<file path="src/rtl/pws_pkg.sv">
package pws_pkg;

    localparam int DW        = 16;
    localparam int OP_W      = 3;
    localparam int PHY_W     = 5;
    localparam int PAGE_W    = 4;
    localparam int REG_W     = 6;
    localparam int MAX_PHY   = 4;
    localparam int MAX_PAGE  = 7;
    localparam int MAX_REG   = 31;
    localparam int NPHY      = MAX_PHY + 1;
    localparam int PAGE_BITS = $clog2(MAX_PAGE + 1);
    localparam int REG_BITS  = $clog2(MAX_REG + 1);
    localparam int SEL_LSB   = 9;
    localparam int PAGE_LSB  = 5;
    localparam int WIN_FLAG  = 15;
    localparam int VER_BITS  = 4;

    localparam logic [DW-1:0] CTRL_ADDR = 16'h8028;
    localparam logic [DW-1:0] DATA_ADDR = 16'h8029;
    localparam logic [DW-1:0] ID_ADDR   = 16'h0105;
    localparam logic [DW-1:0] VER_ADDR  = 16'h0104;
    localparam logic [DW-1:0] ID_VALUE  = 16'h8366;
    localparam logic [DW-1:0] ALL_ONES  = '1;

    typedef enum logic [OP_W-1:0] {
        OP_IND_RD = 3'd0,
        OP_IND_WR = 3'd1,
        OP_MII_RD = 3'd2,
        OP_MII_WR = 3'd3,
        OP_PROBE  = 3'd4
    } op_e;

    typedef enum logic [2:0] {
        S_IDLE, S_CHECK, S_CTRL_WR, S_ADDR_WR,
        S_DATA_RD, S_ID_RD, S_VER_RD, S_DONE
    } st_e;

    typedef struct packed {
        logic [OP_W-1:0]   op;
        logic [PHY_W-1:0]  phy;
        logic [PAGE_W-1:0] page;
        logic [REG_W-1:0]  regi;
        logic [DW-1:0]     wdata;
    } cmd_t;

    typedef struct packed {
        logic          req;
        logic          wr;
        logic [DW-1:0] addr;
        logic [DW-1:0] data;
    } bus_req_t;

    function automatic logic is_mii(input logic [OP_W-1:0] op);
        return (op == OP_MII_RD) || (op == OP_MII_WR);
    endfunction

    function automatic logic is_read(input logic [OP_W-1:0] op);
        return (op == OP_IND_RD) || (op == OP_MII_RD);
    endfunction

endpackage

</file>
<file path="src/rtl/pws_range_chk.sv">
module pws_range_chk
    import pws_pkg::*;
(
    input  logic [OP_W-1:0]   op,
    input  logic [PHY_W-1:0]  phy,
    input  logic [PAGE_W-1:0] page,
    input  logic [REG_W-1:0]  regi,
    output logic              ok
);
    logic op_ok, phy_ok, page_ok, reg_ok;

    always_comb begin
        op_ok   = (op <= OP_MII_WR);
        phy_ok  = (phy  <= PHY_W'(MAX_PHY));
        page_ok = (page <= PAGE_W'(MAX_PAGE));
        reg_ok  = (regi <= REG_W'(MAX_REG));
        ok      = op_ok && phy_ok && page_ok && reg_ok;
    end
endmodule

</file>
<file path="src/rtl/pws_addr_build.sv">
module pws_addr_build
    import pws_pkg::*;
(
    input  logic [PHY_W-1:0]  phy,
    input  logic [PAGE_W-1:0] page,
    input  logic [REG_W-1:0]  regi,
    output logic [DW-1:0]     win_addr
);
    logic [NPHY-1:0] sel;

    for (genvar g = 0; g < NPHY; g++) begin : g_sel
        assign sel[g] = (phy == PHY_W'(g));
    end

    always_comb begin
        win_addr = '0;
        win_addr[WIN_FLAG] = 1'b1;
        win_addr[SEL_LSB +: NPHY] = sel;
        win_addr[PAGE_LSB +: PAGE_BITS] = page[PAGE_BITS-1:0];
        win_addr[REG_BITS-1:0] = regi[REG_BITS-1:0];
    end
endmodule

</file>
<file path="src/rtl/pws_fsm.sv">
module pws_fsm
    import pws_pkg::*;
(
    input  logic          clk,
    input  logic          rst,
    input  logic          host_req,
    input  cmd_t          cmd_in,
    input  logic          range_ok,
    input  logic [DW-1:0] win_addr,
    output cmd_t          cmd_q,
    output logic          busy,
    output logic          done,
    output logic          err,
    output logic [DW-1:0] rdata,
    output bus_req_t      bus,
    input  logic          m_done,
    input  logic          m_err,
    input  logic [DW-1:0] m_rdata
);
    st_e           st;
    logic          pend;
    logic          rd_pass;
    logic          wr_err;
    logic          err_q;
    logic [DW-1:0] rdata_q;
    logic          bus_st;
    logic          step_ok;
    logic          step_fail;
    logic          op_mii_rd;
    logic          op_mii_wr;

    always_comb begin
        bus_st    = (st == S_CTRL_WR) || (st == S_ADDR_WR) || (st == S_DATA_RD) ||
                    (st == S_ID_RD)   || (st == S_VER_RD);
        step_ok   = bus_st && pend && m_done && !m_err;
        step_fail = bus_st && pend && m_done && m_err;
        op_mii_rd = (cmd_q.op == OP_MII_RD);
        op_mii_wr = (cmd_q.op == OP_MII_WR);
    end

    always_ff @(posedge clk) begin
        if (rst) begin
            st      <= S_IDLE;
            cmd_q   <= '0;
            pend    <= 1'b0;
            rd_pass <= 1'b0;
            wr_err  <= 1'b0;
            err_q   <= 1'b0;
            rdata_q <= '0;
        end else begin
            if (bus_st && !pend)
                pend <= 1'b1;
            else if (bus_st && m_done)
                pend <= 1'b0;

            if (step_fail) begin
                if (op_mii_wr && !rd_pass) begin
                    wr_err  <= 1'b1;
                    rd_pass <= 1'b1;
                    st      <= S_CTRL_WR;
                end else begin
                    err_q   <= op_mii_wr ? wr_err : 1'b1;
                    rdata_q <= op_mii_rd ? ALL_ONES : '0;
                    st      <= S_DONE;
                end
            end else begin
                case (st)
                    S_IDLE: begin
                        if (host_req) begin
                            cmd_q   <= cmd_in;
                            err_q   <= 1'b0;
                            rdata_q <= '0;
                            wr_err  <= 1'b0;
                            rd_pass <= 1'b0;
                            st      <= S_CHECK;
                        end
                    end
                    S_CHECK: begin
                        if (cmd_q.op == OP_PROBE) begin
                            st <= S_ID_RD;
                        end else if (!range_ok) begin
                            err_q   <= 1'b1;
                            rdata_q <= op_mii_rd ? ALL_ONES : '0;
                            st      <= S_DONE;
                        end else begin
                            rd_pass <= is_read(cmd_q.op);
                            st      <= S_CTRL_WR;
                        end
                    end
                    S_CTRL_WR: if (step_ok) st <= S_ADDR_WR;
                    S_ADDR_WR: begin
                        if (step_ok) begin
                            if (rd_pass) begin
                                st <= S_DATA_RD;
                            end else if (op_mii_wr) begin
                                rd_pass <= 1'b1;
                                st      <= S_CTRL_WR;
                            end else begin
                                st <= S_DONE;
                            end
                        end
                    end
                    S_DATA_RD: begin
                        if (step_ok) begin
                            if (op_mii_wr) begin
                                err_q   <= wr_err;
                                rdata_q <= '0;
                            end else begin
                                rdata_q <= m_rdata;
                            end
                            st <= S_DONE;
                        end
                    end
                    S_ID_RD: begin
                        if (step_ok) begin
                            if (m_rdata != ID_VALUE) begin
                                err_q <= 1'b1;
                                st    <= S_DONE;
                            end else begin
                                st <= S_VER_RD;
                            end
                        end
                    end
                    S_VER_RD: begin
                        if (step_ok) begin
                            rdata_q <= {{(DW-VER_BITS){1'b0}}, m_rdata[VER_BITS-1:0]};
                            st      <= S_DONE;
                        end
                    end
                    S_DONE:  st <= S_IDLE;
                    default: st <= S_IDLE;
                endcase
            end
        end
    end

    always_comb begin
        bus      = '0;
        bus.req  = bus_st && !pend;
        case (st)
            S_CTRL_WR: begin
                bus.wr   = 1'b1;
                bus.addr = CTRL_ADDR;
                bus.data = rd_pass ? DW'(1) : '0;
            end
            S_ADDR_WR: begin
                bus.wr   = 1'b1;
                bus.addr = win_addr;
                bus.data = rd_pass ? '0 : cmd_q.wdata;
            end
            S_DATA_RD: bus.addr = DATA_ADDR;
            S_ID_RD:   bus.addr = ID_ADDR;
            S_VER_RD:  bus.addr = VER_ADDR;
            default:   bus.addr = '0;
        endcase
    end

    assign busy  = (st != S_IDLE);
    assign done  = (st == S_DONE);
    assign err   = err_q;
    assign rdata = rdata_q;
endmodule

</file>
<file path="src/rtl/phy_window_seq.sv">
module phy_window_seq
    import pws_pkg::*;
(
    input  logic              clk,
    input  logic              rst,
    input  logic              host_req,
    input  logic [OP_W-1:0]   host_op,
    input  logic [PHY_W-1:0]  host_phy,
    input  logic [PAGE_W-1:0] host_page,
    input  logic [REG_W-1:0]  host_reg,
    input  logic [DW-1:0]     host_wdata,
    output logic              host_busy,
    output logic              host_done,
    output logic              host_err,
    output logic [DW-1:0]     host_rdata,
    output logic              m_req,
    output logic              m_wr,
    output logic [DW-1:0]     m_addr,
    output logic [DW-1:0]     m_wdata,
    input  logic              m_done,
    input  logic              m_err,
    input  logic [DW-1:0]     m_rdata
);
    cmd_t          cmd_in;
    cmd_t          cmd_q;
    logic          range_ok;
    logic [DW-1:0] win_addr;
    bus_req_t      bus;

    always_comb begin
        cmd_in.op    = host_op;
        cmd_in.phy   = host_phy;
        cmd_in.page  = is_mii(host_op) ? '0 : host_page;
        cmd_in.regi  = host_reg;
        cmd_in.wdata = host_wdata;
    end

    pws_range_chk u_range (
        .op   (cmd_q.op),
        .phy  (cmd_q.phy),
        .page (cmd_q.page),
        .regi (cmd_q.regi),
        .ok   (range_ok)
    );

    pws_addr_build u_addr (
        .phy      (cmd_q.phy),
        .page     (cmd_q.page),
        .regi     (cmd_q.regi),
        .win_addr (win_addr)
    );

    pws_fsm u_fsm (
        .clk      (clk),
        .rst      (rst),
        .host_req (host_req),
        .cmd_in   (cmd_in),
        .range_ok (range_ok),
        .win_addr (win_addr),
        .cmd_q    (cmd_q),
        .busy     (host_busy),
        .done     (host_done),
        .err      (host_err),
        .rdata    (host_rdata),
        .bus      (bus),
        .m_done   (m_done),
        .m_err    (m_err),
        .m_rdata  (m_rdata)
    );

    assign m_req   = bus.req;
    assign m_wr    = bus.wr;
    assign m_addr  = bus.addr;
    assign m_wdata = bus.data;
endmodule

</file>
<file path="config.mk">
export PLATFORM = sky130hd
export DESIGN_NAME = phy_window_seq
export DESIGN_NICKNAME = d
export VERILOG_FILES = /design/src/rtl/pws_pkg.sv /design/src/rtl/pws_range_chk.sv /design/src/rtl/pws_addr_build.sv /design/src/rtl/pws_fsm.sv /design/src/rtl/phy_window_seq.sv
export SDC_FILE = /design/constraint.sdc
export NUM_CORES = 1
export LEC_CHECK = 0
export BUFFER_PORTS_ARGS = -buffer_cell sky130_fd_sc_hd__buf_2
export CAP_MARGIN = 20
export CORE_MARGIN = 2
export CORE_UTILIZATION = 45
export DETAILED_ROUTE_END_ITERATION = 16
export GPL_TIMING_DRIVEN = 1
export PLACE_DENSITY = 0.8
export SLEW_MARGIN = 20
export SYNTH_ARGS = -nofsm -noshare
export SYNTH_HDL_FRONTEND = slang
export SYNTH_HIERARCHICAL = 1
export SYNTH_SLANG_ARGS = --single-unit
</file>
<file path="constraint.sdc">
create_clock -name clk -period 4.4 [get_ports clk]
set_input_delay 0.66 -clock clk [delete_from_list [all_inputs] [get_ports clk]]
set_output_delay 0.66 -clock clk [all_outputs]
set_load 0.1 [all_outputs]
</file>
==> results.json, run 1 <==
{
  "outcome": "completed",
  "setup_violations": 0,
  "place_congestion": 0.9174,
  "grt_pass1_wl_mm": 13.14,
  "synth_commonest_cells": "nand2_1, a21oi_1, dfxtp_1",
  "insertion_delay_ns": 0.34,
  "powerDensity_nw_per_um2": 780.0,
  "finClkSkew_ns": 0.009631,
  "worstPathRequired_ns": 3.74,
  "clk_path_buf_depth": 2,
  "synth_area_sq_um": 3286,
  "antenna_cells": 0,
  "routed_wl_mm": 8.403,
  "vias": 3289,
  "synth_seq_cells": 57,
  "cts_tree": "done",
  "hpwl_mm": 5.852,
  "cts-resized-gates": 0,
  "synth_cells": 427,
  "grt-ovfl-total": 0,
  "io_pins": 108,
  "port_buffers": 106,
  "ir_worst_vdd_mv": 0.3595,
  "clkTransAtPathRegs_ns": 0.07,
  "dp_cells": 596,
  "total_leakage_power_uw": 0.001748,
  "route.antenna.remaining_nets": 0,
  "numClockSinks": 57,
  "finalHoldViolCount": 0,
  "root_buffer": "clkbuf_8",
  "first_iter_violations": 319,
  "rsz0062_at_grt": "false",
  "viasPerCell": 5.374,
  "synth_edf_count": 0,
  "synth_cell_type_count": 59,
  "dieArea_sq_um": 8001,
  "syn_area_per_cell_sq_um": 7.695,
  "dieWidth_microns": 89.45,
  "grt_start_max_net_pins": 42,
  "netlist_top_cells_area": "dfxtp_1, nand2_1, a21oi_1, and2_1, a2bb2oi_2",
  "finalCritPeriodShare": 0.8374,
  "yosys_most_used_dff": "dfxtp_1",
  "tns_ns": 0,
  "worstHoldPathType": "reg2reg",
  "synth_top_area_cell": "dfxtp_1",
  "post_cts_buffers": 0,
  "coreArea_sq_um": 7176,
  "slew_violations": 0,
  "die_y_microns": 89.45,
  "fillerInstances": 679,
  "drc": 0,
  "slew_headroom": 0.3246,
  "htree_levels": 3,
  "period_minus_slack_ns": 3.684,
  "end_kind": "output port",
  "rows": 31,
  "antenna_found_initial": 0,
  "drive_gt1_frac": 0.2885,
  "grtUsageTotal": 0.2100,
  "arrival_ns": 3.02,
  "wl_per_cell_microns": 13.73,
  "place_area_sq_um": 3740,
  "cts_buffers": 9,
  "final_nets": 565,
  "fin_area_sq_um": 3966,
  "fmax_mhz": 271.4,
  "dr.pass1.iters": 6,
  "drv_cap": 0,
  "grt_pass1_vias": 2822,
  "cp_max_fo": 30,
  "finalNonFillerCells": 612,
  "finalPower_uw": 3094,
  "ctsHoldBuffers": 0,
  "synth_most_common_cell": "nand2_1",
  "crit_type": "reg2out",
  "areaGrowthSynthToFinish_pct": 20.72,
  "initial_core_util": 0.4579,
  "ys_warn_count": 6,
  "synth-seq-area-share": 0.3473,
  "tightest_slew_ns": 1.006,
  "netlist.area_leader.share": 0.3473,
  "async_reset_ff_frac": 0,
  "startpoint_type": "register"
}
[state kept, by name, indices dropped and copies added, names as in the netlist]
signal,cells
u_fsm/rd_pass,1
u_fsm/wr_err,1
u_fsm/pend,1
u_fsm/cmd_q,34
u_fsm/err,1
u_fsm/st,3
u_fsm/rdata,16
[report_power, final]
group          switching [uW]  internal, uW
combinational            1250           486
sequential                149           650
clock                     231           323
[path summary, 6_finish.rpt]
check,startpoint,depth (start not counted),to,slack (ns)
hold reg to reg,u_fsm/rdata[9],2,u_fsm/rdata[9],0.45
hold / removal,u_fsm/rdata[9],2,u_fsm/rdata[9],0.45
setup / recovery,u_fsm/st[0],4,m_wdata[13],0.72
setup reg to reg,u_fsm/st[1],7,u_fsm/cmd_q[30],1.24
[critical path: stages, from the launching register on]
cell	delay, ns
dfxtp_1	0.90
and3b_1	0.59
and3_1	0.57
and2_1	0.21
buf_2	0.42
[per-stage QoR]
| step | setup WS, ns | hold WS [ns] | utilization |
|---|---|---|---|
| after floorplan | 0.6337 | 0.4317 | - |
| after global placement | 1.245 | 0.4407 | 0.5212 |
| after detailed placement | 1.151 | 0.4442 | 0.5212 |
| after CTS | 0.7644 | 0.4550 | 0.5527 |
| after global routing | 0.5231 | 0.4708 | 0.5527 |
| final | 0.7155 | 0.4505 | 0.5527 |
[area by class of cell]
| type | instances | area, sq um | area share |
|---|---|---|---|
| Clock buffer | 9 | 123.9 | 0.03123 |
| Clock inverter | 7 | 102.6 | 0.02587 |
| Inverter | 7 | 26.28 | 0.006625 |
| Multi-Input combinational cell | 325 | 1903 | 0.4798 |
| Sequential cell | 57 | 1141 | 0.2877 |
| Tap cell | 99 | 123.9 | 0.03123 |
| Timing Repair Buffer | 108 | 545.5 | 0.1375 |
[logic make-up after synthesis]
| logic type | count (synthesis) | synth area share |
|---|---|---|
| AO/OA/AOI/OAI | 110 | 0.2422 |
| XOR/XNOR | 1 | 0.002666 |
| adder cells (fa/ha/maj) | 2 | 0.007615 |
| buffers and inverters | 46 | 0.07463 |
| flip-flops | 57 | 0.3473 |
| multiplexers | 2 | 0.006093 |
| other | 2 | 0.002286 |
| AND/OR/NAND/NOR | 207 | 0.3172 |
[layout by cell type (no fill, tap or decap), types with 3 or more instances in the layout]
master     instances
clkbuf_8           9
a21oi_1           57
and3b_1            3
dfxtp_1           57
buf_2            106
and2_1            31
nor2b_1            7
and3_1             9
inv_1              7
nor4bb_1           3
o21ai_0           10
a2bb2oi_2         10
a2bb2oi_1          6
nand3_1            4
conb_1             3
clkinv_4           3
nand2_1          115
nor2_1             7
nor3_1             9
a21boi_0           3
a211oi_1           3
[metal layers]
layer,GRT usage,wire length (microns),up-vias,part of all wire
li1,-,-,1621,-
met1,0.2580,3443,1514,0.41
met2,0.3488,4193,141,0.50
met3,0.07018,660,13,0.079
met4,0.06377,106,0,0.013
met5,0,0,-,0
Power figures use the tool's default switching activity.
==> inputs of run 2 (changes only) <==
==> constraint.sdc (replaced) <==
create_clock -name clk -period 3.68 [get_ports clk]
set_input_delay 0.552 -clock clk [delete_from_list [all_inputs] [get_ports clk]]
set_output_delay 0.552 -clock clk [all_outputs]
set_load 0.1 [all_outputs]
==> results.json, run 2 (synthesis gave the netlist of run 1 again) <==
{
  "routed_wl_mm": 8.646,
  "outcome": "completed",
  "powerDensity_nw_per_um2": 905.1,
  "grt_start_max_net_pins": 42,
  "ir_worst_vdd_mv": 0.4408,
  "cp_max_fo": 15,
  "slew_violations": 0,
  "cts-resized-gates": 0,
  "tns_ns": 0,
  "htree_levels": 3,
  "first_iter_violations": 233,
  "cts_buffers": 9,
  "dp_slack_ns": 1.040,
  "insertion_delay_ns": 0.34,
  "fmax_mhz": 331.9,
  "hpwl_mm": 6.155,
  "viasPerCell": 5.357,
  "port_buffers": 106,
  "end_kind": "output port",
  "r2r_end": "u_fsm/cmd_q[31]",
  "place_congestion": 0.9058,
  "final_nets": 570,
  "vias": 3305,
  "postLayoutCoreUtil": 0.5514,
  "worstPathRequired_ns": 3.13,
  "startpoint": "u_fsm/st[1]",
  "clkTransAtPathRegs_ns": 0.07,
  "grt-ovfl-total": 0,
  "tightest_slew_ns": 1.054,
  "period_minus_slack_ns": 3.013,
  "grtUsageTotal": 0.2196,
  "arrival_ns": 2.46,
  "crit_type": "reg2out",
  "largest_register_ffs": 34,
  "rows": 31,
  "slew_headroom": 0.2926,
  "finalCritPeriodShare": 0.8187,
  "r2r_cells": 7,
  "final_cell_mix": "nand2_1, buf_2, a21oi_1, dfxtp_1, and2_1",
  "coreArea_sq_um": 7176,
  "post_cts_buffers": 0,
  "initial_core_util": 0.4579,
  "rsz0062_at_grt": "false",
  "r2r-start": "u_fsm/st[1]",
  "ctsHoldBuffers": 0,
  "antenna_found_initial": 0,
  "worstHoldPathType": "in2reg",
  "drive_gt1_frac": 0.2954,
  "cts_tree": "done",
  "grt_pass1_wl_mm": 13.49,
  "dr.pass1.iters": 7,
  "io_pins": 108,
  "finClkSkew_ns": 0.01119,
  "startpoint_type": "register",
  "wl_per_cell_microns": 14.01,
  "drv_cap": 0,
  "fin_ws_ns": 0.6672,
  "finalNonFillerCells": 617,
  "areaGrowthSynthToFinish_pct": 20.41,
  "final_common_cell": "nand2_1",
  "wl_met2_mm": 4.294,
  "dieWidth_microns": 89.45,
  "route.antenna.remaining_nets": 0,
  "dieArea_sq_um": 8001,
  "regMostFlops": "u_fsm/cmd_q",
  "met3_length_microns": 660,
  "die_y_microns": 89.45,
  "maxUsedRoutingLayer": "met4",
  "root_buffer": "clkbuf_8",
  "dp_cells": 601,
  "drc": 0,
  "clk_path_buf_depth": 2,
  "numClockSinks": 57,
  "rrSetupSlack_ns": 1.01,
  "m1WireLength_mm": 3.515,
  "grt_pass1_vias": 2887,
  "crit_end": "m_wdata[5]",
  "setup_violations": 0,
  "finalHoldViolCount": 0,
  "antenna_cells": 0,
  "total_leakage_power_uw": 0.001750
}
run 2: cell count changes in the layout (fill, tap and decap cells not counted):
cell,delta
bufinv_16,-2
clkinv_2,+1
clkinvlp_4,+1
buf_4,+5
run 2: metrics by stage:
stage          instance area, sq um  power, uW  hold slack [ns]
6_report                       3956       3581           0.4370
3_5_place_dp                   3777       3061           0.4453
5_1_grt                        3956       3787           0.4346
4_1_cts                        3956       3583           0.4170
3_3_place_gp                   3777       3013           0.4391
2_1_floorplan                  3289       2749           0.4317
run 2: metal layers:
metal	vias up	GRT usage
met4	0	0.08277
met2	127	0.3684
met5	-	0
met1	1527	0.2632
met3	20	0.06833
li1	1631	-
run 2: area by class of cell:
class	count	area (sq um)
clock buffer	9	123.9
clock inverter	7	55.05
fill	682	3219
inverter	7	26.28
multi-input combinational	325	1903
sequential	57	1141
tap	99	123.9
timing repair buffer	113	583.1
run 2: report_power, final:
part / total, uW / internal [uW] / leakage, uW / switching (uW)
logic: 2170 / 599 / 0.00120 / 1580
registers: 890 / 778 / 0.000468 / 112
clock network: 517 / 247 / 0.0000858 / 269
run 2: worst max-delay path, cell delays in order (launching register included):
cell and delay [ns]:
dfxtp_1 0.55, buf_4 0.27, ha_1 0.20, and3_1 0.48
and2_1 0.20, buf_2 0.42
run 2: worst min-delay path by stage:
stage                                from              end  slack, ns  depth (start not counted)
after floorplan           u_fsm/cmd_q[10]  u_fsm/cmd_q[10]       0.43                          2
after global placement    u_fsm/cmd_q[24]  u_fsm/cmd_q[24]       0.44                          2
after detailed placement  u_fsm/rdata[12]  u_fsm/rdata[12]       0.45                          2
after CTS                  host_wdata[14]  u_fsm/cmd_q[14]       0.42                          3
after global routing        host_wdata[6]   u_fsm/cmd_q[6]       0.43                          3
final                      host_wdata[14]  u_fsm/cmd_q[14]       0.44                          3
